**config.mk**
```make
export PLATFORM = sky130hd
export DESIGN_NAME = pgbuf_commit
export DESIGN_NICKNAME = d
export VERILOG_FILES = /design/src/rtl/pgbuf_pkg.sv /design/src/rtl/pgbuf_pointer.sv /design/src/rtl/pgbuf_slots.sv /design/src/rtl/pgbuf_sequencer.sv /design/src/rtl/pgbuf_commit.sv
export SDC_FILE = /design/constraint.sdc
export NUM_CORES = 1
export LEC_CHECK = 0
export BUFFER_PORTS_ARGS = -buffer_cell sky130_fd_sc_hd__buf_2
export CAP_MARGIN = 20
export CORE_MARGIN = 1.5
export CORE_UTILIZATION = 50
export DETAILED_ROUTE_END_ITERATION = 16
export GPL_TIMING_DRIVEN = 0
export PLACE_DENSITY = 0.66
export SLEW_MARGIN = 20
export SYNTH_ARGS = -nofsm -noshare
export SYNTH_HDL_FRONTEND = slang
export SYNTH_SLANG_ARGS = --single-unit
```
**constraint.sdc**
```tcl
create_clock -name clk -period 6.45 [get_ports clk]
set_input_delay 1.29 -clock clk [delete_from_list [all_inputs] [get_ports clk]]
set_output_delay 1.29 -clock clk [all_outputs]
set_load 0.005 [all_outputs]
```
**src/rtl/pgbuf_pkg.sv**
```systemverilog
package pgbuf_pkg;
  typedef enum logic [1:0] {
    PH_IDLE = 2'd0,
    PH_FILL = 2'd1,
    PH_BURN = 2'd2
  } phase_e;
endpackage

```
**src/rtl/pgbuf_pointer.sv**
```systemverilog
module pgbuf_pointer #(
  parameter int ADDR_W = 15,
  parameter int OFF_W  = 6
) (
  input  logic              clk,
  input  logic              rst_n,
  input  logic              load,
  input  logic [ADDR_W-1:0] load_addr,
  input  logic              step,
  output logic [ADDR_W-1:0] ptr
);
  logic [ADDR_W-1:0] ptr_q, ptr_d;
  logic [OFF_W-1:0]  off_inc;
  logic              ptr_en;

  // offset wraps inside the page; page bits are untouched by a step
  assign off_inc = ptr_q[OFF_W-1:0] + {{(OFF_W-1){1'b0}}, 1'b1};
  assign ptr_en  = load | step;

  always_comb begin
    ptr_d = ptr_q;
    if (load)      ptr_d = load_addr;
    else if (step) ptr_d = {ptr_q[ADDR_W-1:OFF_W], off_inc};
  end

  always_ff @(posedge clk or negedge rst_n) begin
    if (!rst_n)      ptr_q <= '0;
    else if (ptr_en) ptr_q <= ptr_d;
  end

  assign ptr = ptr_q;
endmodule

```
**src/rtl/pgbuf_slots.sv**
```systemverilog
module pgbuf_slots #(
  parameter int PAGE_BYTES = 64,
  parameter int OFF_W      = 6
) (
  input  logic                  clk,
  input  logic                  rst_n,
  input  logic                  clr,
  input  logic                  wr_en,
  input  logic [OFF_W-1:0]      wr_idx,
  input  logic [7:0]            wr_data,
  input  logic [OFF_W-1:0]      rd_idx,
  output logic [7:0]            rd_data,
  output logic [PAGE_BYTES-1:0] loaded
);
  logic [PAGE_BYTES-1:0][7:0] data_all;

  for (genvar g = 0; g < PAGE_BYTES; g++) begin : slot_g
    logic       hit;
    logic       vld_q, vld_d, vld_en;
    logic [7:0] byte_q;

    assign hit    = wr_en && (wr_idx == OFF_W'(g));
    assign vld_en = clr | hit;

    always_comb begin
      vld_d = vld_q;
      if (clr)      vld_d = 1'b0;
      else if (hit) vld_d = 1'b1;
    end

    always_ff @(posedge clk or negedge rst_n) begin
      if (!rst_n)      vld_q <= 1'b0;
      else if (vld_en) vld_q <= vld_d;
    end

    // data needs no reset: the valid bit qualifies it
    always_ff @(posedge clk) begin
      if (hit) byte_q <= wr_data;
    end

    assign loaded[g]   = vld_q;
    assign data_all[g] = byte_q;
  end

  assign rd_data = data_all[rd_idx];
endmodule

```
**src/rtl/pgbuf_sequencer.sv**
```systemverilog
module pgbuf_sequencer
  import pgbuf_pkg::*;
#(
  parameter int PAGE_BYTES = 64,
  parameter int OFF_W      = 6,
  parameter int WR_CYCLES  = 1000,
  localparam int SPAN      = (WR_CYCLES > PAGE_BYTES) ? WR_CYCLES : PAGE_BYTES,
  localparam int CNT_W     = $clog2(SPAN + 1)
) (
  input  logic             clk,
  input  logic             rst_n,
  input  logic             begin_req,
  input  logic             byte_req,
  input  logic             stop_req,
  input  logic             restart_req,
  input  logic             wp,
  input  logic             any_loaded,
  output logic             take_begin,
  output logic             take_byte,
  output logic             drop_buf,
  output logic             busy,
  output logic             scan_go,
  output logic [OFF_W-1:0] scan_idx
);
  phase_e           ph_q, ph_d;
  logic [CNT_W-1:0] cnt_q, cnt_d;
  logic             cnt_en;

  assign take_begin = begin_req && (ph_q != PH_BURN);
  assign take_byte  = byte_req && (ph_q == PH_FILL) && !begin_req;
  assign drop_buf   = take_begin || ((ph_q == PH_FILL) && restart_req);

  always_comb begin
    ph_d   = ph_q;
    cnt_d  = cnt_q;
    cnt_en = 1'b0;
    case (ph_q)
      PH_IDLE: begin
        if (begin_req) ph_d = PH_FILL;
      end
      PH_FILL: begin
        if (begin_req) begin
          ph_d = PH_FILL;
        end else if (stop_req) begin
          if (!wp && any_loaded) begin
            ph_d   = PH_BURN;
            cnt_d  = '0;
            cnt_en = 1'b1;
          end else begin
            ph_d = PH_IDLE;
          end
        end else if (restart_req) begin
          ph_d = PH_IDLE;
        end
      end
      PH_BURN: begin
        cnt_en = 1'b1;
        cnt_d  = cnt_q + {{(CNT_W-1){1'b0}}, 1'b1};
        if (cnt_q == CNT_W'(SPAN - 1)) ph_d = PH_IDLE;
      end
      default: ph_d = PH_IDLE;
    endcase
  end

  always_ff @(posedge clk or negedge rst_n) begin
    if (!rst_n) ph_q <= PH_IDLE;
    else        ph_q <= ph_d;
  end

  always_ff @(posedge clk or negedge rst_n) begin
    if (!rst_n)      cnt_q <= '0;
    else if (cnt_en) cnt_q <= cnt_d;
  end

  assign busy     = (ph_q == PH_BURN);
  assign scan_go  = busy && (cnt_q < CNT_W'(PAGE_BYTES));
  assign scan_idx = cnt_q[OFF_W-1:0];
endmodule

```
**src/rtl/pgbuf_commit.sv**
```systemverilog
module pgbuf_commit #(
  parameter int ADDR_W     = 15,
  parameter int PAGE_BYTES = 64,
  parameter int WR_CYCLES  = 1000,
  localparam int OFF_W     = $clog2(PAGE_BYTES)
) (
  input  logic              clk,
  input  logic              rst_n,
  input  logic              xfer_begin,
  input  logic [ADDR_W-1:0] word_addr,
  input  logic              byte_stb,
  input  logic [7:0]        byte_data,
  input  logic              bus_stop,
  input  logic              bus_restart,
  input  logic              wp,
  output logic              busy,
  output logic [ADDR_W-1:0] ptr_addr,
  output logic              mem_we,
  output logic [ADDR_W-1:0] mem_addr,
  output logic [7:0]        mem_wdata
);
  logic                  take_begin, take_byte, drop_buf, scan_go;
  logic [OFF_W-1:0]      scan_idx;
  logic [PAGE_BYTES-1:0] loaded;
  logic [7:0]            rd_data;

  pgbuf_sequencer #(
    .PAGE_BYTES(PAGE_BYTES), .OFF_W(OFF_W), .WR_CYCLES(WR_CYCLES)
  ) u_seq (
    .clk(clk), .rst_n(rst_n),
    .begin_req(xfer_begin), .byte_req(byte_stb), .stop_req(bus_stop),
    .restart_req(bus_restart), .wp(wp), .any_loaded(|loaded),
    .take_begin(take_begin), .take_byte(take_byte), .drop_buf(drop_buf),
    .busy(busy), .scan_go(scan_go), .scan_idx(scan_idx)
  );

  pgbuf_pointer #(.ADDR_W(ADDR_W), .OFF_W(OFF_W)) u_ptr (
    .clk(clk), .rst_n(rst_n),
    .load(take_begin), .load_addr(word_addr), .step(take_byte),
    .ptr(ptr_addr)
  );

  pgbuf_slots #(.PAGE_BYTES(PAGE_BYTES), .OFF_W(OFF_W)) u_slots (
    .clk(clk), .rst_n(rst_n),
    .clr(drop_buf), .wr_en(take_byte), .wr_idx(ptr_addr[OFF_W-1:0]),
    .wr_data(byte_data), .rd_idx(scan_idx), .rd_data(rd_data),
    .loaded(loaded)
  );

  assign mem_we    = scan_go && loaded[scan_idx];
  assign mem_addr  = {ptr_addr[ADDR_W-1:OFF_W], scan_idx};
  assign mem_wdata = rd_data;
endmodule

```
==> results.txt, run 1 <==
* Via count: between 10000 and 15000
- Synth Flop Type: edfxtp_1
- The cell that appears most often on the critical path is buf_2.
* Clock latency on the worst-skew pair: 0.62 ns
- The first TritonRoute pass finished after 7 iterations.
- After synthesis, the largest family of logic cells by area is multiplexers.
- Crit Reg-Reg Startpoint: u_seq.ph_q[1]
- Counting buffers and inverters, the worst setup path is 9 cells deep.
- Final critical delay including setup and external delays: 5.40 ns
* Worst-case setup margin in the final layout: 1.05 ns
- Maximum level of the CTS H-tree: 2
- Xor and xnor area share after synthesis: less than 1%
- For this run, the post-layout net count is around 1500.
- The floorplan step defined a die boundary enclosing between 40000 and 50000 um^2.
* Core area: 47800 um^2
- Count of standard-cell rows: 80
- Multi-input combinational cell area: between 6000 and 7000 um^2
- CP Class: flip-flop to output port
- Worst vdd ir: between 0.15 and 0.2 mV
- Io pins: 70
- Register Area: between 15000 and 20000 um^2
* Post-Synthesis Net Count: 1319
- In this run the post-CTS setup repair buffer count came out at 0.
* Share of the synthesized area in compound gates (AO/OA/AOI/OAI): 4.26%
- Final setup TNS: 0 ns
- Number of warning messages in the yosys log: 0
- Root buffer cell: clkbuf_16
* Critical Path End Type: output port
* Portion of netlist area occupied by mux cells: 16.2%
- No sink is reached through more buffers than the 3 on the longest clock path.
- At the worst endpoint, the required time is 5.16 ns.
* Starting density of the core: between 50% and 60%
* Cell count after synthesis: around 1300
- STA classifies the critical path startpoint as a flip-flop.
- In the finished design, the share of the clock period the worst path needs comes to between 80% and 90%.
- Final-report hold violation count: 0
* Final HPWL DP: roughly 42000 um
* Antenna-violating nets left: 0
- For this run, the slowest stage of the critical path takes approximately 0.69 ns.
- Post-route DRC violation count: 0
* TritonCTS clock tree: built
- The critical path starts at u_seq.cnt_q[1].
* Largest delay contributor family on the critical path: buffers and inverters
- The flow ran to the end, and the final reports show no timing, DRC or antenna violations.
- Final Slew Violations: 0
- Count of routing violations after the opening detailed-route iteration: about 1800
* Fraction of synthesis flops using an asynchronous set or reset pin: 15.1%
- Final clock skew: 0.0236 ns
- The top cell type by area accounts for a little over three fifths of the synthesized area.
- Port buffering added 69 buffers.
* Global-route usage over all layers: between 20% and 30%
* Max capacitance violation total: 0
- Worst slew pin tran: approximately 1.2 ns
* Synth top area cells: edfxtp_1, mux4_2, dfrtp_1
- Routability cong.: ~0.99
- The routed design has approximately 64000 um of wire.
* Worst slew margin: roughly a fifth
- The synthesized netlist occupies a cell area of 24300 um^2.
* Share of the yosys chip area belonging to registers: between 70% and 80%
- In this run, synthesis inferred between 500 and 600 flip-flops with an integrated enable.
- Mean instance size in the synthesized netlist: approximately 19 um^2
- R2R depth: 8
- Data on the critical path arrives at its endpoint at ~4 ns.
- FF+latch count, synth: 603
- The netlist uses 56 different library cells.
* Maximum fanout count along the critical path: 10
- The synthesized netlist devotes less than 1% of its cell area to adder and majority cells.
- Across all register-to-register paths, the minimum setup slack is around 2.9 ns.
- In this run the static leakage power is roughly 9.4 nW.
- Setup violations remaining at the end of the flow were counted as 0.
* Last element of the critical path: mem_wdata[0]
* Power per Cell Area: just under 400 nW/um^2
- Layout cell share with drive strength beyond 1: between 20% and 30%
- The number of global-route vias before repair is between 10000 and 15000.
* R2R Path End: u_slots.slot_g[13].byte_q[6]
* Cell-by-cell trace of the critical path: buf_2, clkbuf_1, buf_2, mux4_2, mux2i_1, o22ai_1, a21oi_1, nand2_1, buf_2
* Placement-stage worst setup slack: 1.72 ns
- After clock tree synthesis, the repair step resized 0 gates.
* Via-to-Cell Ratio: ~6.4
- Area share of and/or/nand/nor cells after synthesis: 4.33%
- After detailed routing, the average wire length per cell comes to 30.7 um.
* Overall overflow remaining after global route: 0
- For this design, the sink count on the clock tree is between 600 and 700.
- From synthesis to final layout, the design area changed by 12.9%.
- Together, buffers and inverters on the worst path number 4.
- For this design, the CTS-stage hold fixing added 0 buffers.
* First-pass GRT wire length: 92000 um
* Clock-pin slew on the worst setup and hold paths: about 0.070 ns
- 0 antenna diodes ended up in the layout.
- The slowest stage of the critical path belongs to the cell clkbuf_1.
- Hold WC Path Type: flip-flop to flip-flop
- In this run, CTS created clock tree buffers numbering 59.
- Height of the die: approximately 220 um
- The initial antenna violation count was 0.
* Upper clock frequency limit: between 150 and 200 MHz
- Synth area leader: edfxtp_1
- Setup repair after global routing left no endpoint under its margin.
* Fill cells: 3574
- Largest net degree at the start of global routing: between 60 and 70
- The die is between 200 and 250 um wide.
-- layer usage --
metal	track usage [%]	vias to the layer above	share of wire, %
li1	-	5470	-
met1	37.7	7009	41
met2	40.4	730	46
met3	5.63	117	9.2
met4	8.61	0	3.2
met5	0	-	0
-- how the worst min path moves through the flow --
stage / end / cells past startpoint / slack [ns] / startpoint
2_1_floorplan: u_seq.cnt_q[9] / 1 / 0.47 / u_seq.cnt_q[9]
4_1_cts: u_ptr.ptr[9] / 2 / 0.51 / u_ptr.ptr[9]
5_1_grt: u_slots.slot_g[3].vld_q / 1 / 0.53 / u_slots.slot_g[3].vld_q
3_5_place_dp: u_ptr.ptr[9] / 2 / 0.49 / u_ptr.ptr[9]
3_3_place_gp: u_ptr.ptr[11] / 2 / 0.49 / u_ptr.ptr[11]
6_report: u_ptr.ptr[9] / 2 / 0.51 / u_ptr.ptr[9]
-- report_power, final --
| part | switching, mW | internal, mW | total [mW] | leakage [nW] |
|---|---|---|---|---|
| clock | 1.41 | 1.93 | 3.34 | 0.931 |
| combinational | 1.68 | 1.20 | 2.88 | 2.70 |
| sequential | 0.0542 | 4.29 | 4.34 | 5.81 |
-- Yosys cell counts (all sizes together), types with 4 or more instances --
library cell  count
buf              58
a21oi            10
mux4            158
inv              12
clkbuf           26
o21ai            11
dfrtp            91
ha                8
nor2             86
nand4             6
nand3            29
nor4             19
o21a             65
edfxtp          512
mux2i            38
nor2b             8
nand2            64
o31ai             9
a31oi             4
o22ai            21
-- per-stage QoR --
stage / util, % / area [um^2] / total power, mW / cells / hold WS [ns]
after global routing: 57.4 / 27500 / 10.9 / 2081 / 0.533
after global placement: 53.2 / 25400 / 7.27 / 1965 / 0.486
after CTS: 57.3 / 27400 / 10.6 / 2080 / 0.514
after floorplan: - / 24300 / 6.23 / 1281 / 0.468
final: 57.4 / 27500 / 10.6 / 2081 / 0.509
after detailed placement: 53.4 / 25500 / 7.30 / 1970 / 0.491
-- layout by cell type, fill, tap and decap left out, drive strengths merged, types with 11 or more instances in the layout --
| cell type | n |
|---|---|
| o22ai | 21 |
| nand3 | 29 |
| nand2 | 64 |
| o21ai | 11 |
| edfxtp | 512 |
| nor2 | 86 |
| buf | 133 |
| clkbuf | 118 |
| mux4 | 158 |
| o21a | 65 |
| clkinv | 15 |
| inv | 13 |
| nor4 | 19 |
| mux2i | 38 |
| dfrtp | 91 |
-- cell families after synthesis --
family          count (synthesis)
buf+inv                        96
simple gates                  230
xor+xnor                        1
mux                           197
flops                         603
compound gates                146
fa+ha+maj                       8
-- state kept, by name, summed over array words and instances (netlist names) --
| signal | cells |
|---|---|
| u_slots.slot_g.byte_q | 512 |
| u_slots.slot_g.vld_q | 64 |
| u_ptr.ptr | 15 |
| u_seq.cnt_q | 10 |
| u_seq.ph_q | 2 |
-- worst min-delay path, stage by stage, from the launching register on --
cell     delay, ns
dfrtp_1       0.37
nand2_1       0.06
nand2_1       0.06
-- layout make-up --
| type | count | area share [%] |
|---|---|---|
| Sequential cell | 603 | 64.2 |
| Tap cell | 615 | 2.80 |
| Inverter | 12 | 0.164 |
| Buffer | 84 | 1.77 |
| Clock buffer | 92 | 6.34 |
| Clock inverter | 18 | 0.533 |
| Timing Repair Buffer | 75 | 1.60 |
| Multi-Input combinational cell | 582 | 22.6 |
Note: power is estimated with default switching activity, not from simulation.
==> run 2: changes to the inputs <==
==> constraint.sdc (replaced) <==
create_clock -name clk -period 5.1 [get_ports clk]
set_input_delay 1.02 -clock clk [delete_from_list [all_inputs] [get_ports clk]]
set_output_delay 1.02 -clock clk [all_outputs]
set_load 0.005 [all_outputs]
==> run 2 against run 1 <==
Compared with the run above: final cell count is the same; first-iteration DRC count shrank 0.22%; utilization is essentially flat; non-clock buffer count is the same; sequential power grew 26%; via count is essentially flat; wire length is essentially flat; highest routed layer unchanged.
==> results.txt, run 2 (synthesized netlist as in run 1, its figures left out) <==
* CP Class: flip-flop to output port
- The clock net in this run drives a total of approximately 600 sinks.
- Along the worst path, the maximum fanout reaches 10.
- Worst slew pin tran: 1.21 ns
- After detailed routing, the number of remaining DRC violations is 0.
- The first detailed-routing pass ran for 8 iterations.
- Setup repair after global routing left no endpoint under its margin.
* Io pins: 70
* Power per Cell Area: about 500 nW/um^2
- Power comes to approximately 13 mW.
- The finished layout holds ~2100 standard cells, fillers aside.
- The later pin in the worst-skew pair is clocked with a latency of a little over 0.6 ns.
* Met3 routing resource usage after global routing: 5.63%
- The first routing iteration left ~1800 violations.
* N_diodes: 0
- Leaving out fill and tap cells, the most frequent cell in the layout is edfxtp_1.
- In this run, post-CTS hold repair placed 0 buffers.
- Max capacitance violation total: 0
- Share of the cycle needed by the critical path after routing: between 90% and 100%
* Width of the chip: ~220 um
- Critical path launch point type: flip-flop
- Port buffering added 69 buffers.
* Final net count: around 1500
* Maximum level of the CTS H-tree: 2
- Run status: completed
- Root buffer cell: clkbuf_16
* Layout cell share with drive strength beyond 1: 27.4%
- Final-report hold violation count: 0
- In the final routed layout, each cell accounts on average for a little over 30 um.
- Via count of the first global-routing pass: between 10000 and 15000
* Via count: roughly 13000
* Final Slew Violations: 0
- Final HPWL DP: 41800 um
- After detailed routing, the number of vias per cell comes to 6.40.
- Number of placed instances with taps included: just under 2000
* Synthesis-to-layout area growth: 13.0%
- Once detail routing completed, the nets flagged for antenna violations numbered 0.
- Height of the die: around 220 um
- Fraction of met1 tracks used by global routing: roughly 38%
- Core area: 47800 um^2
- Setup violations remaining at the end of the flow were counted as 0.
- Arr. time, crit path: approximately 3.9 ns
* Number of antenna violations at the first check in global routing: 0
* Maximum clock path buffer count: 3
* Register ranked first by flip-flop count: u_slots.slot_g.byte_q
- Upper clock frequency limit: between 200 and 250 MHz
- Worst slew margin: between 10% and 20%
* Met2 Usage GRT: about two fifths
- Total die area: 50000 um^2
- Worst vdd ir: between 0.2 and 0.25 mV
- Routability cong.: 0.987
- Clock-pin slew on the worst setup and hold paths: 0.07 ns
* Count of standard-cell rows: 80
- Final setup TNS: 0 ns
* Num CTS Buffers: 59
- Worst hold slack: about 0.31 ns
- Data required time at the worst endpoint: a little over 4 ns
- Global-route usage over all layers: a little over a quarter
- In this run the static leakage power is 9.45 nW.
- First-pass GRT wire length: approximately 90000 um
- Commonest cells after routing, fill and taps aside: edfxtp_1, mux4_2, dfrtp_1, buf_2, nor2_1
* Overall overflow remaining after global route: 0
- Critical Path End Type: output port
- Count of buffers added by post-CTS timing repair for setup: 0
- The register with the most flip-flops in the layout has a little over 500 of them.
* Hold WC Path Type: primary input to async pin
- Starting density of the core: 50.8%
- The final layout contains routed wiring with a total length of between 60000 and 70000 um.
- The layout has around 3600 filler cells.
* TritonCTS clock tree: built
* Most used routing layer in global routing: met2
- Final critical delay including setup and external delays: ~4.9 ns
* Largest net degree at the start of global routing: 65
- Clock skew on the completed layout was measured at 0.0232 ns.
## run 2: final cells by class
type	count	area (um^2)	area share, %
Buffer	84	488	1.78
Clock buffer	92	1740	6.34
Clock inverter	18	146	0.533
Inverter	12	45.0	0.164
Multi-Input combinational cell	582	6200	22.6
Sequential cell	603	17700	64.2
Tap cell	615	769	2.80
Timing Repair Buffer	75	440	1.60
## run 2: metal layers
layer / wire length (um) / part of all wire [%] / vias to the layer above
met5: 0 / 0 / -
met3: 5810 / 9.1 / 119
met2: 29600 / 46 / 716
met4: 2050 / 3.2 / 0
li1: - / - / 5466
met1: 26400 / 41 / 7012
## run 2: final timing paths
| check | startpoint | cells after the start | end | slack [ns] |
|---|---|---|---|---|
| setup reg to reg | u_seq.ph_q[1] | 8 | u_slots.slot_g[13].byte_q[6] | 1.55 |
| setup / recovery | u_seq.cnt_q[1] | 7 | mem_wdata[3] | 0.21 |
| hold / removal | rst_n | 1 | u_ptr.ptr[12] | 0.31 |
| max in group asynchronous | rst_n | 2 | u_slots.slot_g[58].vld_q | 4.14 |
| hold reg to reg | u_ptr.ptr[9] | 2 | u_ptr.ptr[9] | 0.51 |
| min in group clk | u_ptr.ptr[9] | 2 | u_ptr.ptr[9] | 0.51 |
## run 2: repair_timing
action	4_1_cts	5_1_grt
endpoints found under the setup margin	1	3
cloned	0	0
resized for setup	1	1
endpoints found under the hold margin	0	0
## run 2: per-stage QoR
step | area [um^2] | worst slack [ns] | util (%)
2_1_floorplan | 24300 | 2.17 | -
3_3_place_gp | 25400 | 0.644 | 53.2
3_5_place_dp | 25500 | 0.636 | 53.4
4_1_cts | 27400 | 0.0111 | 57.3
5_1_grt | 27500 | 0.138 | 57.4
6_report | 27500 | 0.206 | 57.4
## run 2: report_power, final
part / switching [mW] / internal (mW) / total [mW]
logic: 2.12 / 1.52 / 3.64
clock network: 1.78 / 2.44 / 4.22
registers: 0.0678 / 5.42 / 5.49
## run 2: worst max-delay path, stage by stage, from the launching register on
cell,delay (ns)
dfrtp_1,0.37
buf_2,0.36
clkbuf_1,0.85
mux4_2,0.44
mux4_2,0.53
a21oi_1,0.36
nand2_1,0.15
buf_2,0.16
